--- src/rtl/nand_seq_pkg.sv ---
package nand_seq_pkg;

  typedef enum logic [2:0] {
    PH_IDLE   = 3'd0,
    PH_SETUP  = 3'd1,
    PH_STROBE = 3'd2,
    PH_HOLD   = 3'd3,
    PH_TURN   = 3'd4
  } phase_e;

  // Bit order of this struct follows the configuration word, MSB first.
  typedef struct packed {
    logic       sel_strobe;
    logic       ext_wait;
    logic [3:0] wr_setup;
    logic [5:0] wr_strobe;
    logic [2:0] wr_hold;
    logic [3:0] rd_setup;
    logic [5:0] rd_strobe;
    logic [2:0] rd_hold;
    logic [1:0] turn;
    logic [1:0] bus_size;
  } nand_cfg_t;

  // Counter load value for a phase; the phase lasts this value plus one clock.
  function automatic logic [5:0] phase_count(nand_cfg_t c, logic wr, phase_e ph);
    case (ph)
      PH_SETUP:  return wr ? {2'b00, c.wr_setup} : {2'b00, c.rd_setup};
      PH_STROBE: return wr ? c.wr_strobe : c.rd_strobe;
      PH_HOLD:   return wr ? {3'b000, c.wr_hold} : {3'b000, c.rd_hold};
      PH_TURN:   return {4'b0000, c.turn};
      default:   return 6'd0;
    endcase
  endfunction

  function automatic phase_e phase_next(phase_e ph);
    case (ph)
      PH_SETUP:  return PH_STROBE;
      PH_STROBE: return PH_HOLD;
      PH_HOLD:   return PH_TURN;
      default:   return PH_SETUP;
    endcase
  endfunction

  // Phases in which the device sees an active cycle.
  function automatic logic phase_active(phase_e ph);
    return (ph == PH_SETUP) || (ph == PH_STROBE) || (ph == PH_HOLD);
  endfunction

  // Returns {cle, ale}; the command latch wins when both bits are set.
  function automatic logic [1:0] latch_select(logic a3, logic a4);
    return {a4, a3 & ~a4};
  endfunction

endpackage

--- src/rtl/nand_rdy_sync.sv ---
module nand_rdy_sync #(
  parameter int STAGES = 2
) (
  input  logic clk,
  input  logic rst_n,
  input  logic rdy_async,
  output logic rdy_sync
);
  logic [STAGES-1:0] chain_q;

  always_ff @(posedge clk or negedge rst_n) begin
    if (!rst_n) chain_q <= '0;
    else        chain_q <= {chain_q[STAGES-2:0], rdy_async};
  end

  assign rdy_sync = chain_q[STAGES-1];
endmodule

--- src/rtl/nand_phase_timer.sv ---
module nand_phase_timer
  import nand_seq_pkg::*;
#(
  parameter int BYTE_W = 2
) (
  input  logic              clk,
  input  logic              rst_n,
  input  nand_cfg_t         cfg,
  input  logic              start,
  input  logic              start_wr,
  input  logic [BYTE_W-1:0] start_last,
  output phase_e            phase,
  output logic              cur_wr,
  output logic [BYTE_W-1:0] byte_idx,
  output logic              last_strobe,
  output logic              seq_done
);
  logic [5:0]        cnt_q;
  logic [BYTE_W-1:0] last_q;
  logic              byte_final;

  assign byte_final  = (byte_idx == last_q);
  assign last_strobe = (phase == PH_STROBE) && (cnt_q == 6'd0);
  assign seq_done    = (phase == PH_TURN) && (cnt_q == 6'd0) && byte_final;

  always_ff @(posedge clk or negedge rst_n) begin
    if (!rst_n) begin
      phase    <= PH_IDLE;
      cnt_q    <= '0;
      byte_idx <= '0;
      last_q   <= '0;
      cur_wr   <= 1'b0;
    end else if (phase == PH_IDLE) begin
      if (start) begin
        phase    <= PH_SETUP;
        cnt_q    <= phase_count(cfg, start_wr, PH_SETUP);
        cur_wr   <= start_wr;
        byte_idx <= '0;
        last_q   <= start_last;
      end
    end else if (cnt_q != 6'd0) begin
      cnt_q <= cnt_q - 6'd1;
    end else if (seq_done) begin
      phase <= PH_IDLE;
    end else begin
      phase <= phase_next(phase);
      cnt_q <= phase_count(cfg, cur_wr, phase_next(phase));
      if (phase == PH_TURN) byte_idx <= byte_idx + 1'b1;
    end
  end
endmodule

--- src/rtl/nand_addr_decode.sv ---
module nand_addr_decode
  import nand_seq_pkg::*;
#(
  parameter int NUM_CS = 4,
  parameter int CS_W   = 2,
  parameter int ADDR_W = 24
) (
  input  phase_e            phase,
  input  logic              sel_strobe,
  input  logic [CS_W-1:0]   cs,
  input  logic [ADDR_W-1:0] addr,
  input  logic              die,
  input  logic [ADDR_W-1:0] die_mask,
  output logic [NUM_CS-1:0] ce_n,
  output logic              ale,
  output logic              cle,
  output logic [ADDR_W-1:0] addr_out
);
  logic              ce_on;
  logic              cyc_on;
  logic [1:0]        kind;
  logic [ADDR_W-1:0] full_addr;
  logic              addr_lsb_unused;

  assign cyc_on = phase_active(phase);
  assign ce_on  = sel_strobe ? (phase == PH_STROBE) : cyc_on;

  for (genvar g = 0; g < NUM_CS; g++) begin : g_ce
    assign ce_n[g] = ~(ce_on && (cs == CS_W'(g)));
  end

  assign kind = latch_select(addr[3], addr[4]);
  assign cle  = cyc_on & kind[1];
  assign ale  = cyc_on & kind[0];

  assign full_addr       = addr | (die ? die_mask : '0);
  assign addr_out        = {full_addr[ADDR_W-1:2], 2'b00};
  assign addr_lsb_unused = ^addr[1:0];
endmodule

--- src/rtl/nand_strobe_seq.sv ---
module nand_strobe_seq
  import nand_seq_pkg::*;
#(
  parameter int NUM_CS = 4,
  parameter int ADDR_W = 24,
  parameter int DATA_W = 32,
  parameter int SYNC_STAGES = 2,
  localparam int CS_W  = (NUM_CS > 1) ? $clog2(NUM_CS) : 1,
  localparam int BYTES = DATA_W / 8,
  localparam int BYTE_W = (BYTES > 1) ? $clog2(BYTES) : 1
) (
  input  logic              clk,
  input  logic              rst_n,
  input  logic [31:0]       cfg_word,
  input  logic [NUM_CS-1:0] nand_cs_mode,
  input  logic [ADDR_W-1:0] die_mask,
  input  logic              req_valid,
  output logic              req_ready,
  input  logic              req_write,
  input  logic              req_wide,
  input  logic [CS_W-1:0]   req_cs,
  input  logic              req_die,
  input  logic [ADDR_W-1:0] req_addr,
  input  logic [DATA_W-1:0] req_wdata,
  output logic              resp_valid,
  output logic [DATA_W-1:0] resp_rdata,
  output logic [NUM_CS-1:0] nand_ce_n,
  output logic [ADDR_W-1:0] nand_addr,
  output logic              nand_ale,
  output logic              nand_cle,
  output logic              nand_we_n,
  output logic              nand_re_n,
  output logic [7:0]        nand_dq_out,
  output logic              nand_dq_oe,
  input  logic [7:0]        nand_dq_in,
  input  logic              nand_rdy,
  output logic              status_ready
);
  nand_cfg_t         cfg_s;
  phase_e            phase_cur;
  logic              cur_wr;
  logic [BYTE_W-1:0] byte_idx;
  logic              last_strobe;
  logic              seq_done;
  logic              accept;
  logic              mode_hit;
  logic              start;
  logic [BYTE_W-1:0] start_last;
  logic [CS_W-1:0]   cs_q;
  logic              die_q;
  logic [ADDR_W-1:0] addr_q;
  logic [DATA_W-1:0] wdata_q;
  logic [DATA_W-1:0] rdata_q;
  logic              cfg_unused;

  assign cfg_s      = nand_cfg_t'(cfg_word);
  assign cfg_unused = ^{cfg_s.ext_wait, cfg_s.bus_size};

  assign req_ready  = (phase_cur == PH_IDLE);
  assign accept     = req_valid && req_ready;
  assign mode_hit   = nand_cs_mode[req_cs];
  assign start      = accept && mode_hit;
  assign start_last = req_wide ? BYTE_W'(BYTES - 1) : '0;

  always_ff @(posedge clk or negedge rst_n) begin
    if (!rst_n) begin
      cs_q    <= '0;
      die_q   <= 1'b0;
      addr_q  <= '0;
      wdata_q <= '0;
    end else if (accept) begin
      cs_q    <= req_cs;
      die_q   <= req_die;
      addr_q  <= req_addr;
      wdata_q <= req_wdata;
    end
  end

  always_ff @(posedge clk or negedge rst_n) begin
    if (!rst_n) begin
      rdata_q    <= '0;
      resp_valid <= 1'b0;
    end else begin
      resp_valid <= seq_done || (accept && !mode_hit);
      if (accept)
        rdata_q <= '0;
      else if (last_strobe && !cur_wr)
        rdata_q[byte_idx*8 +: 8] <= nand_dq_in;
    end
  end

  assign resp_rdata = rdata_q;

  nand_phase_timer #(.BYTE_W(BYTE_W)) u_timer (
    .clk        (clk),
    .rst_n      (rst_n),
    .cfg        (cfg_s),
    .start      (start),
    .start_wr   (req_write),
    .start_last (start_last),
    .phase      (phase_cur),
    .cur_wr     (cur_wr),
    .byte_idx   (byte_idx),
    .last_strobe(last_strobe),
    .seq_done   (seq_done)
  );

  nand_addr_decode #(.NUM_CS(NUM_CS), .CS_W(CS_W), .ADDR_W(ADDR_W)) u_decode (
    .phase     (phase_cur),
    .sel_strobe(cfg_s.sel_strobe),
    .cs        (cs_q),
    .addr      (addr_q),
    .die       (die_q),
    .die_mask  (die_mask),
    .ce_n      (nand_ce_n),
    .ale       (nand_ale),
    .cle       (nand_cle),
    .addr_out  (nand_addr)
  );

  assign nand_we_n   = ~((phase_cur == PH_STROBE) && cur_wr);
  assign nand_re_n   = ~((phase_cur == PH_STROBE) && !cur_wr);
  assign nand_dq_oe  = cur_wr && phase_active(phase_cur);
  assign nand_dq_out = wdata_q[byte_idx*8 +: 8];

  nand_rdy_sync #(.STAGES(SYNC_STAGES)) u_rdy_sync (
    .clk      (clk),
    .rst_n    (rst_n),
    .rdy_async(nand_rdy),
    .rdy_sync (status_ready)
  );
endmodule

--- config.mk ---
export PLATFORM = sky130hd
export DESIGN_NAME = nand_strobe_seq
export DESIGN_NICKNAME = d
export VERILOG_FILES = /design/src/rtl/nand_seq_pkg.sv /design/src/rtl/nand_rdy_sync.sv /design/src/rtl/nand_phase_timer.sv /design/src/rtl/nand_addr_decode.sv /design/src/rtl/nand_strobe_seq.sv
export SDC_FILE = /design/constraint.sdc
export NUM_CORES = 1
export LEC_CHECK = 0
export ABC_AREA = 1
export BUFFER_PORTS_ARGS = -buffer_cell sky130_fd_sc_hd__buf_4
export CAP_MARGIN = 20
export CORE_AREA = 2 2 151 79
export DETAILED_ROUTE_END_ITERATION = 10
export DIE_AREA = 0 0 153 81
export PLACE_DENSITY = 0.89
export SLEW_MARGIN = 20
export SYNTH_ARGS = -nofsm -noshare
export SYNTH_HDL_FRONTEND = slang
export SYNTH_SLANG_ARGS = --single-unit
--- constraint.sdc ---
create_clock -name clk -period 2.05 [get_ports clk]
set_clock_uncertainty 0.05 [all_clocks]
set_input_delay 0.205 -clock clk [delete_from_list [all_inputs] [get_ports clk]]
set_output_delay 0.205 -clock clk [all_outputs]
set_load 0.02 [all_outputs]
# [After elaboration in Yosys (flattened, before gate mapping)]
# Cells that the tools add are included.
[classes] n_addsub=3 magnitude_cmp=1 n_eq_ne=16 shifts=3 mux=30 bitwise_logic=11 n_reduce_logical=29
[op_table] cell="$mux W32" n=2
[op_table] cell="$neg A5 Y34" n=1
[op_table] cell="$shift A8 B34 Y32 const A" n=1
[op_table] cell="$shiftx A8 B34 Y32" n=1
[op_table] cell="$bwmux W32" n=1
[op_table] cell="$shiftx A32 B6 Y8" n=1
[op_table] cell="$mux W6" n=5
[op_table] cell="$mux W24" n=1
[op_table] cell="$mux W3" n=8
[op_table] cell="$or A24 B24 Y24" n=1
[op_table] cell="$pmux W6 S4" n=1
[op_table] cell="$logic_and A1 B1 Y1" n=14
[op_table] cell="$eq A3 B2 Y1 const B" n=4
[op_table] cell="$mux W2" n=6
[op_table] cell="$pmux W3 S3" n=1
[op_table] cell="$mux W4" n=2
[op_table] cell="$not A1 Y1" n=7
[op_table] cell="$eq A3 B1 Y1 const B" n=2
[op_table] cell="$eq A3 B3 Y1 const B" n=2
[op_table] cell="$logic_not A6 Y1" n=1
[op_table] cell="$reduce_and A2 Y1" n=3
[op_table] cell="$reduce_bool A6 Y1" n=1
[op_table] cell="$sub A6 B1 Y6 const B" n=1
[op_table] cell="$eq A2 B2 Y1 const B" n=2
[op_table] cell="other kinds (16)" n=24
[totals] regBits=108 out_inout_bits=76

# [Depth between registers and ports, before layout]
# Gate-level depths: netlist (run 1).
[depth] ltp_word=11 depth_mapped=11

# [Hierarchy]
# Synthesis (run 1) repeated with hierarchy kept, for this count alone.
[hier_totals] hier_cells=818 area_unflattened_um2=5933.2
[by_module_without_submodules] module="nand_strobe_seq" instances=1 cells_per_inst=563 area_each_um2=4321.6 seq_area_each_um2=2302.2
[by_module_without_submodules] module="nand_phase_timer" instances=1 cells_per_inst=206 area_each_um2=1270.0 seq_area_each_um2=350.3
[by_module_without_submodules] module="nand_addr_decode" instances=1 cells_per_inst=47 area_each_um2=291.5 seq_area_each_um2=0.0
[by_module_without_submodules] module="nand_rdy_sync" instances=1 cells_per_inst=2 area_each_um2=50.0 seq_area_each_um2=50.0

# [Worst setup path before layout (run 1)]
# No wires, ideal clock.
[synth_timing] path_kind="reg-to-reg" from="register u_timer.byte_idx[0]" to="register rdata_q[1] (netlist: resp_rdata[1])" setup_time_ns=0.122 t_arrival_ns=1.664 required_ns=1.878 slack_ns=0.215 stages_incl_launch_ff=9 period_less_slack_ns=1.835 cell_sequence="dfrtp_1 inv_1 clkbuf_1 ha_1 inv_1 nor3_4 nor2_2 nand2_1 o21ai_1"
[synth_between] elab_chain_cells=5 elab_cells_between_ends=6 cone_classes="add/sub: 1; shift: 2; mux: 3"
[synth_rtl] item="from (decl)" line_no="nand_phase_timer.sv:14" text="output logic [BYTE_W-1:0] byte_idx,"
[synth_rtl] item="from (signal assigned)" line_no="nand_phase_timer.sv:48" text="if (phase == PH_TURN) byte_idx <= byte_idx + 1'b1;"
[synth_rtl] item="$neg A5 Y34 *" line_no="nand_strobe_seq.sv:88" text="rdata_q[byte_idx*8 +: 8] <= nand_dq_in;"
[synth_rtl] item="$shiftx A8 B34 Y32 / $shift A8 B34 Y32 (equally long branches)" line_no="nand_strobe_seq.sv:88"
[synth_rtl] item="$bwmux W32 *" line_no="nand_strobe_seq.sv:88"
[synth_rtl] item="$mux W32 *" line_no="nand_strobe_seq.sv:87" text="else if (last_strobe && !cur_wr)"
[synth_rtl] item="$mux W32 *" line_no="nand_strobe_seq.sv:85" text="if (accept)"
[synth_rtl] item="to (signal, indexed assignment)" line_no="nand_strobe_seq.sv:88"
[synth_rtl] item="to (decl)" line_no="nand_strobe_seq.sv:53" text="logic [DATA_W-1:0] rdata_q;"
# Every way passes the cells marked *; elsewhere a longest branch is shown, timed or not. The select of a mux whose other input is x is not followed.
# A chain may end at the register's enable or synchronous reset.

# [Final worst setup path (run 1)]
[layout_timing] from="register u_timer.phase[2]" to="output port nand_ce_n[0]"
[layout_between] elab_chain_cells=6 elab_cells_between_ends=8 cone_classes="eq/ne: 3; mux: 1; bitwise: 1; reduce/logical: 3"
[layout_rtl] item="from (decl)" line_no="nand_phase_timer.sv:12" text="output phase_e phase,"
[layout_rtl] item="from (signal assigned)" line_no="nand_phase_timer.sv:46" text="phase <= phase_next(phase);"
[layout_rtl] item="$eq A3 B1 Y1 / $eq A3 B2 Y1 (equally long branches)" line_no="nand_seq_pkg.sv:47, nand_addr_decode.sv:26"
[layout_rtl] item="$logic_or A1 B1 Y1 (2 in series)" line_no="nand_seq_pkg.sv:47" text="return (ph == PH_SETUP) || (ph == PH_STROBE) || (ph == PH_HOLD);"
[layout_rtl] item="$mux W1 *" line_no="nand_addr_decode.sv:26" text="assign ce_on = sel_strobe ? (phase == PH_STROBE) : cyc_on;"
[layout_rtl] item="$logic_and A1 B1 Y1 *" line_no="nand_addr_decode.sv:29" text="assign ce_n[g] = ~(ce_on && (cs == CS_W'(g)));"
[layout_rtl] item="$not A1 Y1 *" line_no="nand_addr_decode.sv:29"
[layout_rtl] item="to (decl)" line_no="nand_strobe_seq.sv:27" text="output logic [NUM_CS-1:0] nand_ce_n,"
# Every way passes the cells marked *; elsewhere a longest branch is shown, timed or not.

==> results of run 1 <==
==> logic make-up after synthesis <==
family	count (synthesis)
flops	105
xor+xnor	1
simple gates	406
buf+inv	65
compound gates	99
other cells	1
fa+ha+maj	6
==> cell usage after synthesis, drive strengths merged <==
cell type and n:
a21o 20, buf 16, nand2 291, nand3 57
o21ai 66, a211oi 1, conb 1, dfrtp 105
nor3 4, a21oi 3, clkinv 1, ha 6
xor2 1, inv 34, nand4 5, o22ai 9
nor2 48, nand3b 1, clkbuf 14
==> flip-flops by register name, summed over array words and instances (netlist names), 2 cells and up <==
register,flops
u_timer.byte_idx,2
cs_q,2
wdata_q,32
u_timer.cnt_q,6
addr_q,22
resp_rdata,32
u_timer.phase,3
u_rdy_sync.chain_q,2
==> report_power, final <==
group          switching, mW  internal [mW]  total, mW
Combinational           3.28           2.01       5.28
Clock                  0.739          0.976       1.72
Sequential             0.464           2.75       3.21
==> path summary, 6_finish.rpt <==
path	from	endpoint	depth (start not counted)
max in group asynchronous	rst_n	u_timer.phase[0]	3
min in group asynchronous	rst_n	resp_rdata[5]	3
max	u_timer.phase[2]	nand_ce_n[0]	5
min	req_addr[8]	addr_q[8]	3
max reg2reg	u_timer.byte_idx[1]	resp_rdata[19]	6
min reg2reg	u_rdy_sync.chain_q[0]	u_rdy_sync.chain_q[1]	0
==> routing by layer <==
layer,GRT usage,vias to the layer above
li1,-,2596
met1,0.347,2517
met2,0.398,206
met3,0.0603,8
met4,0.0472,0
met5,0,-
==> final cells by class <==
type,instances,area [um2]
flip-flops and latches,105,2630
inverters,35,131
multi-input cells,514,2420
clock buffers,11,243
well taps,150,188
fillers,977,3930
clock inverters,4,53.8
repair buffers,222,1720
==> per-stage QoR <==
step	worst slack, ns	util	power (mW)	hold slack, ns	instances
3_3_place_gp	0.312	0.621	8.32	0.265	1021
6_report	0.139	0.653	10.2	0.0108	1041
4_1_cts	0.0755	0.652	10.3	0.000532	1041
3_5_place_dp	0.198	0.621	8.50	0.270	1021
2_1_floorplan	0.215	-	6.49	-0.141	684
5_1_grt	0.0416	0.653	11.0	0.00206	1041
==> worst register-to-register path, cell delays in order, from the launching register on <==
cell and delay [ns]:
dfrtp_1 0.49, clkinv_1 0.17, ha_1 0.40, inv_1 0.12, nor2_1 0.18, nand4_4 0.20
o21ai_1 0.21
==> what timing repair did <==
action                                  CTS  global route
resized for setup                         1             2
hold endpoints to repair                109             0
endpoints found under the setup margin    4             5
hold buffers                              5             0
==> metrics.cfg, run 1 <==
[die]
die_height_um = 81
core_area_mm2 = 0.0113
num_io_pins = 209
die_w_um = 153
start_util = 0.470
rows = 28
design.die.area_mm2 = 0.0124

[critical_path]
cp_slowest_cell = dfrtp_1
worstSetupPathType = flip-flop to primary output
critical_path.max_fanout = 6
crit_arrival_ns = 1.66
worst_setup_path_start_kind = flip-flop
r2r_slack_ns = 0.16
required_ns = 1.79
crit_chain = inv_1 > nand2_1 > a21oi_2 > nand3_1 > buf_4
max_stage_delay_ns = 0.42
cp_num_buf_inv = 2
crit_path_end_kind = primary output
crit_family = flip-flops

[cells_and_area]
drive_gt1_frac = 0.288
final_cell_mix = nand2_1, buf_4, dfrtp_1
syn_to_final_growth_pct = 38.8
fin_nets = 1026
antennaDiodeCount = 0
mostFrequentLayoutCell = nand2_1
design_area_mm2 = 0.00739

[synthesis]
syn_inst = 683
syn_area_mm2 = 0.00532
synth_area_per_cell_um2 = 7.79
synth_top_family_by_area = simple AND/OR/NAND/NOR gates
synth-simple-area-share = 0.332
synth_xor_area_frac = 0.00165
yosys.area.top_type = dfrtp_1
synth_compound_area_frac = 0.105
synth_area_leaders = dfrtp_1, nand2_1, nand3_1
synth-seq-cells = 105
yosys.area.top_type_share = 0.494
synth-seq-area-share = 0.494
yosys_warnings = 0
synth-adder-area-share = 0.0141
synthMuxAreaShare = 0
synth_cell_types = 33

[routing]
dr.pass1.iters = 5
met3WireLength_um = 1160
viasPerCell = 5.12
ant_nets = 0
highest_layer = met4
drcViolationCount = 0
avgRoutedWirePerCell_um = 14.6
drt_iter0_drc = 324
num_vias = 5327
wl_met1_um = 7090
route.met2.wl_um = 6830
wirelength_um = 15200

[clock_network]
cts_root_buf = clkbuf_16
clkTransAtPathRegs_ns = 0.07
cts_max_level = 3
cts-buffers-inserted = 9
post-cts-setup-buffers = 0
clk_path_buf_depth = 2
clk_latency_ns = 0.34
tritoncts = built
cts_num_sinks = 105

[sta]
hold_viol = 0
rsz0062_at_grt = no
min_period_ns = 1.91
setup_viol = 0
finalCritPeriodShare = 0.932
drv_slew = 0
fmax_ghz = 0.523
worst_slew_pin_slew_ns = 0.576
setup_tns_ns = 0
slew-limit-headroom = 0.616

[place]
routabilityCongestion = 0.871
hpwl_um = 11500
portBuffers = 199
place_area_mm2 = 0.00703

[power]
leakagePower_nw = 4.06
power_density_mw_per_mm2 = 1380
peakVddDrop_v = 0.000885

[grt]
first_global_vias = 4945
antenna_found_initial = 0
gr-usage-all-layers = 0.247
grt_max_degree = 106
overflow = 0
grt_pass1_wl_um = 24300

[run_status]
status = complete, no violations

[job]
drv_cap = 0

[hold_path]
hp-class = input port to flip-flop

Power figures use the tool's default switching activity.
==> run 2: changes to the inputs <==
--- a/config.mk
+++ b/config.mk
@@ -12,6 +12,8 @@
 export DETAILED_ROUTE_END_ITERATION = 10
 export DIE_AREA = 0 0 153 81
 export PLACE_DENSITY = 0.89
+export RECOVER_POWER = 100
+export SKIP_LAST_GASP = 1
 export SLEW_MARGIN = 20
 export SYNTH_ARGS = -nofsm -noshare
 export SYNTH_HDL_FRONTEND = slang
==> metrics.cfg, run 2 (same netlist as run 1, synthesis figures left out) <==
[run_status]
status = complete, no violations

[critical_path]
crit_path_start = u_timer.phase[1]
worstSetupPathType = flip-flop to primary output
required_ns = 1.79  ; about the same
cp_num_buf_inv = 3  ; +1
crit_family = buffers and inverters
r2r-start = u_timer.byte_idx[1]
critical_path.max_fanout = 7  ; +1
crit_path_frequent_cell = nand2_1
crit_path_end_kind = primary output
cp_slowest_cell = dfrtp_1
worst_setup_path_start_kind = flip-flop
crit_chain = inv_2 > nand2_1 > nand2_1 > clkbuf_1 > nor3_1 > buf_4
max_stage_delay_ns = 0.43  ; about the same
crit_arrival_ns = 1.67  ; about the same

[sta]
setup_viol = 0  ; unchanged
rsz0062_at_grt = no
drv_slew = 0  ; unchanged
hold_viol = 0  ; unchanged
slew-limit-headroom = 0.622  ; +0.00586
setup_tns_ns = 0  ; unchanged
whs_ns = 0.0105  ; -0.000346 ns
worst_slew_pin_slew_ns = 0.567  ; -0.00879 ns
fmax_ghz = 0.520  ; -0.67%
min_period_ns = 1.92  ; +0.0130 ns
finalCritPeriodShare = 0.938  ; +0.00632

[cells_and_area]
utilization = 0.628  ; -0.0243
drive_gt1_frac = 0.223  ; -0.0651
antennaDiodeCount = 0  ; unchanged
final_cell_mix = nand2_1, buf_4, dfrtp_1
design_area_mm2 = 0.00711  ; -3.7%
fin_nets = 1026  ; unchanged
mostFrequentLayoutCell = nand2_1
fin_cells = 1041  ; unchanged
syn_to_final_growth_pct = 33.6

[routing]
drt_iter0_drc = 313  ; -3.4%
drcViolationCount = 0  ; unchanged
num_vias = 5323  ; -0.075%
avgRoutedWirePerCell_um = 14.6  ; about the same
wirelength_um = 15200  ; about the same
ant_nets = 0  ; unchanged
viasPerCell = 5.11  ; about the same
dr.pass1.iters = 5  ; unchanged

[clock_network]
clkTransAtPathRegs_ns = 0.07  ; about the same
tritoncts = built
clk_path_buf_depth = 2  ; unchanged
cts_max_level = 3  ; unchanged
clk_latency_ns = 0.34  ; about the same
cts_root_buf = clkbuf_16
post-cts-setup-buffers = 0  ; unchanged
cts_num_sinks = 105  ; unchanged
cts-buffers-inserted = 9  ; unchanged

[place]
portBuffers = 199  ; unchanged
dp.cells = 1021  ; unchanged
place_area_mm2 = 0.00703  ; unchanged
hpwl_um = 11500  ; unchanged
routabilityCongestion = 0.871  ; unchanged

[die]
die_height_um = 81  ; unchanged
die_w_um = 153  ; unchanged
num_io_pins = 209  ; unchanged
core_area_mm2 = 0.0113  ; unchanged
design.die.area_mm2 = 0.0124  ; unchanged
rows = 28  ; unchanged
start_util = 0.470  ; unchanged

[grt]
grtUsageMet1 = 0.347  ; unchanged
antenna_found_initial = 0  ; unchanged
overflow = 0  ; unchanged
grt_pass1_wl_um = 24300  ; unchanged
grt_busiest_layer = met2
gr-usage-all-layers = 0.247  ; unchanged
grt_max_degree = 106  ; unchanged
gr-usage-met2 = 0.398  ; unchanged
first_global_vias = 4945  ; unchanged
use_met3 = 0.0603  ; unchanged

[job]
drv_cap = 0  ; unchanged

[power]
peakVddDrop_v = 0.000833  ; -5.8%
power_density_mw_per_mm2 = 1390  ; +0.31%
leakagePower_nw = 3.83  ; -5.7%

[hold_path]
hp-class = input port to flip-flop
hold_start = req_addr[8]

-- run 2: cell count changes in the layout (fill, tap and decap cells not counted), moves of 2 or more --
cell / change
buf_2: +2
buf_4: -74
clkbuf_1: +52
clkbuf_2: +19
nand2_1: +3
nand2_2: -2
o21ai_0: +17
o21ai_1: -17
-- run 2: per-layer routing --
| layer | part of all wire | vias to the layer above |
|---|---|---|
| met2 | 0.44 | 202 |
| met3 | 0.072 | 10 |
| met1 | 0.47 | 2516 |
| li1 | - | 2595 |
| met4 | 0.0084 | 0 |
| met5 | 0 | - |
-- run 2: cell type report --
class | count | area (um2)
Fill cell | 1044 | 4210
Sequential cell | 105 | 2630
Multi-Input combinational cell | 514 | 2400
Timing Repair Buffer | 222 | 1470
Clock buffer | 11 | 243
Tap cell | 150 | 188
Inverter | 35 | 131
Clock inverter | 4 | 53.8
-- run 2: timing repair --
item / in CTS / in global routing
resized for setup: 1 / 2
setup endpoints to repair: 4 / 5
hold buffers: 5 / 0
endpoints found under the hold margin: 109 / 0
-- run 2: worst register-to-register path, cell delays in order, from the launching register on --
cell      delay, ns
dfrtp_1        0.49
clkinv_1       0.17
o21ai_0        0.25
nand4_1        0.32
nand2_2        0.26
inv_2          0.08
nor2_1         0.10
nor2_1         0.05
-- run 2: power by group --
group,leakage (nW),switching [mW],internal [mW],total [mW]
Combinational,2.33,3.24,1.69,4.93
Clock,0.138,0.743,0.976,1.72
Sequential,1.36,0.463,2.75,3.21
-- run 2: metrics by stage --
step                      total power [mW]  setup slack (ns)
after floorplan                       6.49             0.215
after global placement                8.32             0.312
after detailed placement              8.50             0.198
after CTS                             10.3            0.0755
after global routing                  10.6            0.0209
final                                 9.86             0.126
-- run 2: final timing paths --
kind / end / slack, ns / cells after the start
min: addr_q[8] / 0.01 / 3
min reg2reg: u_rdy_sync.chain_q[1] / 0.31 / 0
max: nand_ale / 0.13 / 6
max in group asynchronous: u_timer.phase[0] / 1.03 / 3
min in group asynchronous: resp_rdata[5] / 0.44 / 3
max reg2reg: u_timer.cnt_q[0] / 0.18 / 7
==> run 3: changes to the inputs <==
--- a/config.mk
+++ b/config.mk
@@ -7,12 +7,12 @@
 export LEC_CHECK = 0
 export ABC_AREA = 1
 export BUFFER_PORTS_ARGS = -buffer_cell sky130_fd_sc_hd__buf_4
-export CAP_MARGIN = 20
 export CORE_AREA = 2 2 151 79
 export DETAILED_ROUTE_END_ITERATION = 10
 export DIE_AREA = 0 0 153 81
-export PLACE_DENSITY = 0.89
+export PLACE_DENSITY = 0.79
 export RECOVER_POWER = 100
+export REMOVE_ABC_BUFFERS = 1
 export SKIP_LAST_GASP = 1
 export SLEW_MARGIN = 20
 export SYNTH_ARGS = -nofsm -noshare
==> metrics.cfg, run 3 (same netlist as run 1, synthesis figures left out) <==
[power]
p_int_mw = 5.41  ; about the same
p_switching_mw = 4.43  ; -0.41%
leakagePower_nw = 3.90  ; +2.0%
comb_power_share = 0.499  ; about the same
peakVddDrop_v = 0.000678  ; -19%
clock_power_share = 0.178  ; +0.004
power_density_mw_per_mm2 = 1340  ; -3.2%
p_seq_frac = 0.323  ; -0.003
switching_share = 0.450  ; -0.00113
power_mw = 9.85  ; -0.16%

[critical_path]
crit_path_end_kind = primary output
r2r_end = resp_rdata[14]
worstSetupPathType = flip-flop to primary output
r2r-start = u_timer.phase[0]
worst_setup_path_start_kind = flip-flop
critical_path.max_fanout = 5  ; -2
ff2ff_path_depth = 7  ; unchanged
r2r_slack_ns = 0.14  ; -0.04 ns
required_ns = 1.79  ; about the same
crit_arrival_ns = 1.70  ; +0.03 ns

[sta]
min_period_ns = 1.96  ; +0.0322 ns
worst_slew_pin_slew_ns = 0.937  ; +0.370 ns
hold_viol = 0  ; unchanged
finalCritPeriodShare = 0.954  ; +0.0157
slew-limit-headroom = 0.375  ; -0.247
whs_ns = 0.00536  ; -0.00513 ns
drv_slew = 0  ; unchanged
setup_viol = 0  ; unchanged
fmax_ghz = 0.511  ; -1.6%
post-route-worst-setup-slack_ns = 0.0941  ; -0.0322 ns
rsz0062_at_grt = no

[routing]
avgRoutedWirePerCell_um = 14.2  ; -2.7%
drcViolationCount = 0  ; unchanged
highest_layer = met4
viasPerCell = 5.01  ; -2.0%
dr.pass1.iters = 5  ; unchanged
ant_nets = 0  ; unchanged
num_vias = 5354  ; +0.58%
met3WireLength_um = 1280  ; +17%
wl_met1_um = 7130  ; -1.0%
route.met2.wl_um = 6660  ; -1.4%
drt_iter0_drc = 258  ; -18%
wirelength_um = 15200  ; -0.14%

[cells_and_area]
drive_gt1_frac = 0.222  ; -0.00112
syn_to_final_growth_pct = 37.8
mostFrequentLayoutCell = nand2_1
antennaDiodeCount = 0  ; unchanged
design_area_mm2 = 0.00734  ; +3.2%
fin_cells = 1068  ; +2.6%
fin_nets = 1052  ; +2.5%
n_fill_cell = 1065  ; +2.0%
final_cell_mix = nand2_1, buf_4, dfrtp_1

[place]
routabilityCongestion = 0.832  ; -4.4%
place_area_mm2 = 0.00707  ; +0.50%
hpwl_um = 11300  ; -1.5%
dp.cells = 1024  ; +0.29%
portBuffers = 199  ; unchanged
pre_cts_ws_ns = 0.170  ; -0.0280 ns

[clock_network]
clk_latency_ns = 0.35  ; about the same
clkTransAtPathRegs_ns = 0.08  ; about the same
clk_path_buf_depth = 2  ; unchanged
cts-buffers-inserted = 9  ; unchanged
tritoncts = built
cts_max_level = 3  ; unchanged
cts_root_buf = clkbuf_16
cts_num_sinks = 105  ; unchanged

[hold_path]
min_path_cells = 3  ; unchanged
hp-class = input port to flip-flop
min_to = wdata_q[6]
hold_start = req_wdata[6]

[die]
num_io_pins = 209  ; unchanged
design.die.area_mm2 = 0.0124  ; unchanged
start_util = 0.470  ; unchanged
die_w_um = 153  ; unchanged
rows = 28  ; unchanged
core_area_mm2 = 0.0113  ; unchanged
die_height_um = 81  ; unchanged

[grt]
first_global_vias = 5021  ; +1.5%
overflow = 0  ; unchanged
grt_max_degree = 41  ; -61%
grt_pass1_wl_um = 24700  ; +1.6%
gr-usage-all-layers = 0.251  ; +0.00374
antenna_found_initial = 0  ; unchanged

[run_status]
status = complete, no violations

[job]
drv_cap = 0  ; unchanged

==> run 3: cell count changes in the layout (fill, tap and decap cells not counted), moves of 3 or more <==
cell           delta
clkbuf_4          +4
clkbuf_2          -5
nand2_1           -3
clkbuf_1          +4
dlygate4sd3_1    +21
inv_6             +3
buf_4             +5
==> run 3: timing repair <==
item / 4_1_cts / 5_1_grt
setup endpoints to repair: 4 / 6
setup buffers: 0 / 2
resized for setup: 1 / 2
pin swaps: 0 / 1
hold endpoints to repair: 62 / 0
cloned: 0 / 0
hold buffers: 26 / 0
==> run 3: how the worst max path moves through the flow <==
stage                     start                to  slack, ns  cells after the start
2_1_floorplan  u_timer.phase[0]    resp_rdata[16]      -1.17                      6
3_3_place_gp   u_timer.phase[2]    resp_rdata[10]       0.25                      7
3_5_place_dp   u_timer.cnt_q[1]  u_timer.phase[0]       0.17                     10
4_1_cts        u_timer.phase[0]      nand_ce_n[2]       0.02                      7
5_1_grt        u_timer.phase[0]         nand_we_n       0.02                      5
6_report       u_timer.phase[0]         nand_we_n       0.09                      5
==> run 3: final cells by class <==
type	instances	area, um2	area share
tap	150	188	0.0256
multi-input combinational	514	2390	0.326
inverter	35	131	0.0179
sequential	105	2630	0.358
timing repair buffer	248	1700	0.231
clock buffer	10	229	0.0312
clock inverter	6	71.3	0.00972
==> run 3: layer usage <==
metal,GRT usage,vias up
li1,-,2660
met1,0.356,2480
met2,0.386,208
met3,0.0763,6
met4,0.0500,0
met5,0,-
==> run 3: power groups by stage <==
stage / Combinational (mW) / Clock [mW] / Sequential (mW)
final: 4.91 / 1.75 / 3.18
after floorplan: 3.11 / 0 / 3.24
after global routing: 5.52 / 1.88 / 3.26
after detailed placement: 5.23 / 0 / 3.21
after CTS: 5.29 / 1.78 / 3.19
after global placement: 5.12 / 0 / 3.21
==> run 3: critical path: stages (launching register included) <==
cell	delay, ns
dfrtp_2	0.40
buf_4	0.14
nor3_1	0.37
buf_4	0.22
nand2_1	0.05
buf_4	0.15
==> run 3: stage by stage <==
stage,TNS [ns],util
finish,0,0.648
global route,0,0.648
CTS,0,0.674
detailed placement,0,0.625
global placement,0,0.625
floorplan,-80.65,-
